$ cat config.mk
export PLATFORM = sky130hd
export DESIGN_NAME = spawn_join_dispatcher
export DESIGN_NICKNAME = d
export VERILOG_FILES = /design/src/rtl/sjd_pkg.sv /design/src/rtl/sjd_section_ctrl.sv /design/src/rtl/sjd_id_allocator.sv /design/src/rtl/sjd_unit_tracker.sv /design/src/rtl/spawn_join_dispatcher.sv
export SDC_FILE = /design/constraint.sdc
export NUM_CORES = 1
export LEC_CHECK = 0
export BUFFER_PORTS_ARGS = -buffer_cell sky130_fd_sc_hd__clkbuf_2
export CAP_MARGIN = 40
export CORE_MARGIN = 10
export CORE_UTILIZATION = 57
export CTS_CLUSTER_SIZE = 10
export DETAILED_ROUTE_END_ITERATION = 16
export GPL_TIMING_DRIVEN = 0
export PLACE_DENSITY = 0.92
export SETUP_SLACK_MARGIN = 0.02
export SYNTH_ARGS = -nofsm -noshare
export SYNTH_HDL_FRONTEND = slang
export SYNTH_SLANG_ARGS = --single-unit
$ cat constraint.sdc
create_clock -name clk -period 4.89 [get_ports clk]
set_input_delay 0 -clock clk [delete_from_list [all_inputs] [get_ports clk]]
set_output_delay 0 -clock clk [all_outputs]
set_load 0.02 [all_outputs]
$ cat src/rtl/sjd_pkg.sv
package sjd_pkg;

   // Section phase as seen by the master
   typedef enum logic {
      SEC_IDLE   = 1'b0,
      SEC_ACTIVE = 1'b1
   } sec_state_e;

   // Bits needed to count 0..n inclusive
   function automatic int count_bits(input int n);
      int b;
      b = 1;
      while ((1 << b) <= n) b++;
      return b;
   endfunction

endpackage

$ cat src/rtl/sjd_section_ctrl.sv
module sjd_section_ctrl
   import sjd_pkg::*;
#(
   parameter int ID_W  = 8,
   parameter int CNT_W = 3,
   parameter int CW    = ID_W + CNT_W + 1
) (
   input  logic             clk,
   input  logic             rst_n,
   input  logic             spawn_valid,
   input  logic [ID_W-1:0]  spawn_lo,
   input  logic [ID_W-1:0]  spawn_hi,
   input  logic [CNT_W-1:0] take_cnt,
   input  logic             units_clear,
   output logic             busy,
   output logic [CW-1:0]    next_id,
   output logic [CW-1:0]    hi_bound,
   output logic             exhausted,
   output logic             spawn_accept,
   output logic             spawn_reject,
   output logic             join_done
);

   sec_state_e state_q;
   logic       join_cond;

   assign busy      = (state_q == SEC_ACTIVE);
   assign exhausted = busy && (next_id > hi_bound);
   assign join_cond = exhausted && units_clear;

   always_ff @(posedge clk or negedge rst_n) begin
      if (!rst_n) begin
         state_q      <= SEC_IDLE;
         next_id      <= '0;
         hi_bound     <= '0;
         spawn_accept <= 1'b0;
         spawn_reject <= 1'b0;
         join_done    <= 1'b0;
      end else begin
         spawn_accept <= spawn_valid && !busy;
         spawn_reject <= spawn_valid && busy;
         join_done    <= join_cond;
         if (!busy) begin
            if (spawn_valid) begin
               state_q  <= SEC_ACTIVE;
               next_id  <= CW'(spawn_lo);
               hi_bound <= CW'(spawn_hi);
            end
         end else begin
            next_id <= next_id + CW'(take_cnt);
            if (join_cond) state_q <= SEC_IDLE;
         end
      end
   end

   // an accepted spawn was made with no section open
   assert_accept_idle_R1: assert property (@(posedge clk) disable iff (!rst_n)
      spawn_accept |-> (busy && !$past(busy)));

   // reject and accept never together
   assert_reject_excl_R2: assert property (@(posedge clk) disable iff (!rst_n)
      spawn_reject |-> !spawn_accept);

   // once the range is used up the counter does not move
   assert_exhausted_hold_R5: assert property (@(posedge clk) disable iff (!rst_n)
      exhausted |=> (next_id == $past(next_id)));

   // the join pulse coincides with the section closing
   assert_join_closes_R7: assert property (@(posedge clk) disable iff (!rst_n)
      join_done |-> (!busy && !$past(join_done)));

endmodule

$ cat src/rtl/sjd_id_allocator.sv
module sjd_id_allocator #(
   parameter int NUM_UNITS = 4,
   parameter int ID_W      = 8,
   parameter int CNT_W     = 3,
   parameter int CW        = ID_W + CNT_W + 1
) (
   input  logic [NUM_UNITS-1:0]       req,
   input  logic                       busy,
   input  logic [CW-1:0]              next_id,
   input  logic [CW-1:0]              hi_bound,
   output logic [NUM_UNITS-1:0]       grant_now,
   output logic [NUM_UNITS-1:0]       deny_now,
   output logic [NUM_UNITS*ID_W-1:0]  id_now,
   output logic [CNT_W-1:0]           take_cnt
);

   // Each requester is ranked by the number of requesters below it; the
   // rank is its offset from the shared counter.
   for (genvar i = 0; i < NUM_UNITS; i++) begin : g_unit
      logic [CNT_W-1:0] rank;
      logic [CW-1:0]    cand;
      logic             fits;

      always_comb begin
         rank = '0;
         for (int j = 0; j < i; j++) rank = rank + CNT_W'(req[j]);
      end

      assign cand               = next_id + CW'(rank);
      assign fits               = (cand <= hi_bound);
      assign grant_now[i]       = busy && req[i] && fits;
      assign deny_now[i]        = busy && req[i] && !fits;
      assign id_now[i*ID_W +: ID_W] = cand[ID_W-1:0];
   end

   always_comb begin
      take_cnt = '0;
      for (int k = 0; k < NUM_UNITS; k++) take_cnt = take_cnt + CNT_W'(grant_now[k]);
   end

endmodule

$ cat src/rtl/sjd_unit_tracker.sv
module sjd_unit_tracker #(
   parameter int NUM_UNITS = 4
) (
   input  logic                 clk,
   input  logic                 rst_n,
   input  logic [NUM_UNITS-1:0] grant_now,
   input  logic [NUM_UNITS-1:0] done,
   output logic [NUM_UNITS-1:0] active,
   output logic                 units_clear
);

   // A unit holds a thread from its grant until its done strobe
   for (genvar i = 0; i < NUM_UNITS; i++) begin : g_slot
      always_ff @(posedge clk or negedge rst_n) begin
         if (!rst_n) active[i] <= 1'b0;
         else        active[i] <= (active[i] && !done[i]) || grant_now[i];
      end

      // a unit still holding a thread is never handed another one
      assert_no_double_hold_R6: assert property (@(posedge clk) disable iff (!rst_n)
         grant_now[i] |-> !(active[i] && !done[i]));
   end

   assign units_clear = ((active & ~done) == '0);

endmodule

$ cat src/rtl/spawn_join_dispatcher.sv
module spawn_join_dispatcher #(
   parameter int NUM_UNITS = 4,
   parameter int ID_W      = 8
) (
   input  logic                      clk,
   input  logic                      rst_n,
   input  logic                      spawn_valid,
   input  logic [ID_W-1:0]           spawn_lo,
   input  logic [ID_W-1:0]           spawn_hi,
   output logic                      spawn_accept,
   output logic                      spawn_reject,
   output logic                      section_busy,
   input  logic [NUM_UNITS-1:0]      unit_req,
   input  logic [NUM_UNITS-1:0]      unit_done,
   output logic [NUM_UNITS-1:0]      unit_gnt,
   output logic [NUM_UNITS-1:0]      unit_none,
   output logic [NUM_UNITS*ID_W-1:0] unit_id,
   output logic                      join_done
);

   localparam int CNT_W = sjd_pkg::count_bits(NUM_UNITS);
   localparam int CW    = ID_W + CNT_W + 1;

   if (NUM_UNITS < 1 || NUM_UNITS > 64) begin : g_bad_units
      $error("spawn_join_dispatcher: NUM_UNITS must be 1..64");
   end
   if (ID_W < 1 || ID_W > 30) begin : g_bad_idw
      $error("spawn_join_dispatcher: ID_W must be 1..30");
   end

   logic                      busy;
   logic [CW-1:0]             next_id;
   logic [CW-1:0]             hi_bound;
   logic                      exhausted;
   logic [CNT_W-1:0]          take_cnt;
   logic                      units_clear;
   logic [NUM_UNITS-1:0]      grant_now;
   logic [NUM_UNITS-1:0]      deny_now;
   logic [NUM_UNITS*ID_W-1:0] id_now;
   logic [NUM_UNITS-1:0]      active;

   sjd_section_ctrl #(.ID_W(ID_W), .CNT_W(CNT_W), .CW(CW)) u_ctrl (
      .clk          (clk),
      .rst_n        (rst_n),
      .spawn_valid  (spawn_valid),
      .spawn_lo     (spawn_lo),
      .spawn_hi     (spawn_hi),
      .take_cnt     (take_cnt),
      .units_clear  (units_clear),
      .busy         (busy),
      .next_id      (next_id),
      .hi_bound     (hi_bound),
      .exhausted    (exhausted),
      .spawn_accept (spawn_accept),
      .spawn_reject (spawn_reject),
      .join_done    (join_done)
   );

   sjd_id_allocator #(.NUM_UNITS(NUM_UNITS), .ID_W(ID_W), .CNT_W(CNT_W), .CW(CW)) u_alloc (
      .req       (unit_req),
      .busy      (busy),
      .next_id   (next_id),
      .hi_bound  (hi_bound),
      .grant_now (grant_now),
      .deny_now  (deny_now),
      .id_now    (id_now),
      .take_cnt  (take_cnt)
   );

   sjd_unit_tracker #(.NUM_UNITS(NUM_UNITS)) u_track (
      .clk         (clk),
      .rst_n       (rst_n),
      .grant_now   (grant_now),
      .done        (unit_done),
      .active      (active),
      .units_clear (units_clear)
   );

   assign section_busy = busy;

   // Registered per-unit responses
   for (genvar i = 0; i < NUM_UNITS; i++) begin : g_resp
      always_ff @(posedge clk or negedge rst_n) begin
         if (!rst_n) begin
            unit_gnt[i]               <= 1'b0;
            unit_none[i]              <= 1'b0;
            unit_id[i*ID_W +: ID_W]   <= '0;
         end else begin
            unit_gnt[i]  <= grant_now[i];
            unit_none[i] <= deny_now[i];
            if (grant_now[i]) unit_id[i*ID_W +: ID_W] <= id_now[i*ID_W +: ID_W];
         end
      end
   end

   // grants only appear while the section stays open
   assert_gnt_in_section_R3: assert property (@(posedge clk) disable iff (!rst_n)
      (unit_gnt != '0) |-> busy);

   // at the join no unit still holds a thread
   assert_join_all_free_R8: assert property (@(posedge clk) disable iff (!rst_n)
      join_done |-> (active == '0));

   // nothing answers requests made with no section open
   assert_idle_quiet_R10: assert property (@(posedge clk) disable iff (!rst_n)
      !$past(busy) |-> (unit_gnt == '0 && unit_none == '0));

   // same-cycle grants are ordered by unit index
   always @(posedge clk) begin
      if (rst_n) begin
         for (int a = 0; a < NUM_UNITS; a++) begin
            for (int b = a + 1; b < NUM_UNITS; b++) begin
               if (unit_gnt[a] && unit_gnt[b]) begin
                  assert_grant_order_R4: assert (unit_id[a*ID_W +: ID_W] < unit_id[b*ID_W +: ID_W]);
               end
            end
         end
      end
   end

endmodule

==> impl_metrics.json <==
{
  "layout.cells.non_filler": 636,
  "synth_warnings": 0,
  "clockRootBuffer": "clkbuf_8",
  "clkPwrFrac": 0.121,
  "whs_path_depth": 3,
  "reg2reg_slack_ps": 50,
  "dpl-instance-area_um2": 4870,
  "dp_hpwl_um": 8900,
  "reg2regPathDepth": 18,
  "outcome": "completed",
  "p_per_area_nw_per_um2": 710,
  "fillers": 484,
  "use_met2": 0.366,
  "seqPwrFrac": 0.245,
  "async_flop_share": 1.00,
  "gp_congestion": 0.960,
  "final_common_cell": "clkbuf_2",
  "viasPerCell": 5.83,
  "final-setup-viol-count": 0,
  "startpoint_type": "register",
  "r2r-start": "u_ctrl.next_id[1]$_DFFE_PN0P_",
  "grt_util_all_layers": 0.218,
  "syn_avg_cell_area_um2": 10.7,
  "r2r_end": "u_ctrl.next_id[9]$_DFFE_PN0P_",
  "synth_flop_cell": "dfrtp_1",
  "dp.cells": 580,
  "drtAntennaViolNets": 0,
  "power.switching_mw": 1.83,
  "die_h_um": 108,
  "worst-path-stages": 18,
  "final_layout_size_suffix_gt1_frac": 0.327,
  "p_leak_nw": 2.73,
  "vias": 3708,
  "switching_share": 0.464,
  "drc": 0,
  "synth_edf_count": 0,
  "p_comb_frac": 0.634,
  "hold_slack_ps": 5.90,
  "grtUsageMet1": 0.254,
  "die_x_um": 108,
  "die_area_um2": 11600,
  "ys_seq_area_frac": 0.388,
  "tightestPinTransition_ps": 653,
  "hold_path_class": "input pin to register",
  "p_int_mw": 2.11,
  "cts_made_buffers": 9,
  "portBuffers": 69,
  "grt_overflow": 0,
  "critPathSlowestCell": "or3b_2",
  "drt_iter0_markers": 296,
  "critPathKind": "register to register",
  "max_freq_mhz": 207,
  "first_pass_iters": 4,
  "report.final.slew_viol_count": 0,
  "cp_max_fo": 7,
  "synth.distinct_cells": 54,
  "final_cell_mix": "clkbuf_2, dfrtp_1, ha_1, nand2_1, inv_1",
  "clk_path_buf_depth": 2,
  "crit_chain": "ha_1, a21oi_1, or3b_2, xnor2_1, ha_1, a21oi_1, o21ai_0, a211oi_4, nand4_1, fa_1, inv_1, ha_1, ha_1, a21o_1, a21oi_4, nand2b_4, o311ai_1, o41ai_1",
  "slew_headroom": 0.563,
  "crit_family": "adder cells",
  "hold_viol": 0,
  "netlist_area_um2": 4380,
  "cap_violations": 0,
  "cp_common_cell": "ha_1",
  "cp_data_required_time_ps": 5130,
  "wirelength_um": 12800,
  "grt_use_met3": 0.0623,
  "fin_skew_ps": 13.7,
  "syn-num-nets": 490,
  "clkSlewWorstSetupHoldPaths_ps": 90,
  "min_from": "spawn_lo[0]",
  "grt_pass1_vias": 3928,
  "num_rows": 31,
  "endpoint_kind": "register",
  "antenna_found_initial": 1,
  "post_synth_inst_count": 411,
  "worstPathBufferInverterCount": 1,
  "htreeDepth": 3,
  "slowest_delay_ps": 520,
  "min_to": "u_ctrl.next_id[0]$_DFFE_PN0P_",
  "tritoncts": "built",
  "initial_core_util": 0.594,
  "ios": 71,
  "grt_max_degree": 38,
  "fin_area_um2": 5560,
  "synth-seq-cells": 68,
  "clkSinkCount": 68,
  "ir_worst_vdd_uv": 355,
  "p_total_mw": 3.95,
  "clk_latency_ps": 370,
  "synthToLayoutAreaGrowth_pct": 27.0,
  "core_region_area_um2": 7370,
  "grt-busiest-layer": "met2",
  "grt_first_pass_wirelength_um": 19900,
  "cp.arrival_ps": 5080,
  "routedWlPerCell_um": 20.1,
  "timing.final.crit_share": 0.990,
  "nNetsFinal": 609,
  "finalCriticalPeriod_ps": 4840
}
## worst max path at each step
stage	start	endpoint	slack, ps
after global routing	u_ctrl.next_id[1]$_DFFE_PN0P_	u_ctrl.next_id[11]$_DFFE_PN0P_	-80
after floorplan	u_ctrl.next_id[1]$_DFFE_PN0P_	u_ctrl.next_id[9]$_DFFE_PN0P_	410
after global placement	unit_req[0]	u_ctrl.next_id[9]$_DFFE_PN0P_	-350
after detailed placement	unit_req[0]	u_ctrl.next_id[9]$_DFFE_PN0P_	-500
final	u_ctrl.next_id[1]$_DFFE_PN0P_	u_ctrl.next_id[9]$_DFFE_PN0P_	50
after CTS	u_ctrl.next_id[0]$_DFFE_PN0P_	u_ctrl.next_id[9]$_DFFE_PN0P_	-20
## power groups by stage
stage | logic, mW | clock network [mW] | registers [mW]
after floorplan | 1.39 | 0 | 1.14
after global placement | 2.08 | 0 | 0.972
after detailed placement | 2.20 | 0 | 0.986
after CTS | 2.27 | 0.481 | 0.978
after global routing | 2.72 | 0.511 | 0.990
final | 2.50 | 0.479 | 0.967
## synthesized netlist by cell type (all sizes together), types with 2 or more instances
cell type / n / area share
a211oi: 4 / 0.0097
a21o: 5 / 0.0086
a21oi: 19 / 0.022
a31oi: 3 / 0.0057
and2: 2 / 0.0029
and3: 3 / 0.0054
and4: 2 / 0.0040
buf: 9 / 0.018
clkbuf: 9 / 0.0077
dfrtp: 68 / 0.39
fa: 5 / 0.023
ha: 47 / 0.13
inv: 34 / 0.029
mux2: 32 / 0.096
mux2i: 5 / 0.012
nand2: 34 / 0.029
nand2b: 4 / 0.0057
nand3: 8 / 0.0091
nand4: 16 / 0.028
nor2: 16 / 0.014
nor2b: 5 / 0.0071
nor3: 4 / 0.0071
o211ai: 8 / 0.014
o21a: 2 / 0.0034
o21ai: 20 / 0.023
o21bai: 2 / 0.0034
o22ai: 2 / 0.0029
o311ai: 4 / 0.0080
o31ai: 4 / 0.0069
o41ai: 2 / 0.0040
or4: 2 / 0.0034
xnor2: 11 / 0.022
xor2: 12 / 0.024
## cells by family (layout without fill, tap and decap cells)
logic type,after synthesis,in the layout,share of synthesized area
adders and majority gates,52,52,0.157
and+or+nand+nor,101,101,0.128
AOI/OAI and AO/OA,78,78,0.117
buffers and inverters,52,176,0.0546
DFF,68,68,0.388
xor gates and xnor gates,23,23,0.0460
muxes,37,37,0.108
other,0,2,0
## routing by layer
| layer | up-vias | part of all wire |
|---|---|---|
| met5 | - | 0 |
| met4 | 0 | 0.029 |
| met3 | 36 | 0.065 |
| met2 | 142 | 0.50 |
| met1 | 1833 | 0.41 |
| li1 | 1697 | - |
## state kept, by name, indices dropped and copies added (netlist names)
name,cells
u_ctrl.busy,1
u_ctrl.hi_bound,8
u_ctrl.join_done,1
u_ctrl.next_id,12
u_ctrl.spawn_accept,1
u_ctrl.spawn_reject,1
u_track.active,4
unit_gnt,4
unit_id,32
unit_none,4
## timing repair
action	in CTS	in global routing
setup buffers	2	13
endpoints found under the setup margin	9	9
endpoints found under the hold margin	87	0
pin swaps	1	7
hold buffers	23	0
resized for setup	11	27
## cell type report
type                            instances  area (µm²)  share of cell area
Antenna cell                            2        5.00            0.000900
Buffer                                 18         115              0.0207
Clock buffer                            9         124              0.0223
Clock inverter                          7        75.1              0.0135
Inverter                               34         128              0.0229
Multi-Input combinational cell        291        2570               0.463
Sequential cell                        68        1710               0.307
Tap cell                               99         124              0.0223
Timing Repair Buffer                  108         711               0.128
## metrics by stage
stage,setup TNS (ps),util,worst slack (ps)
4_1_cts,-18.3,0.726,-18.3
3_3_place_gp,-2130,0.658,-350
2_1_floorplan,0,-,411
6_report,0,0.755,49.7
3_5_place_dp,-3410,0.661,-499
5_1_grt,-248,0.754,-84.9
## worst reg2reg max path, stage by stage (launching register included)
cell and delay [ps]:
dfrtp_2 480, ha_1 300, a21oi_1 130, or3b_2 530, xnor2_1 330, ha_1 320
a21oi_1 150, o21ai_0 150, a211oi_4 290, nand4_1 200, fa_1 450, inv_1 60
ha_1 250, ha_1 290, a21o_1 150, a21oi_4 80, nand2b_4 180, o311ai_1 250
o41ai_1 110
Note: power is estimated with default switching activity, not from simulation.
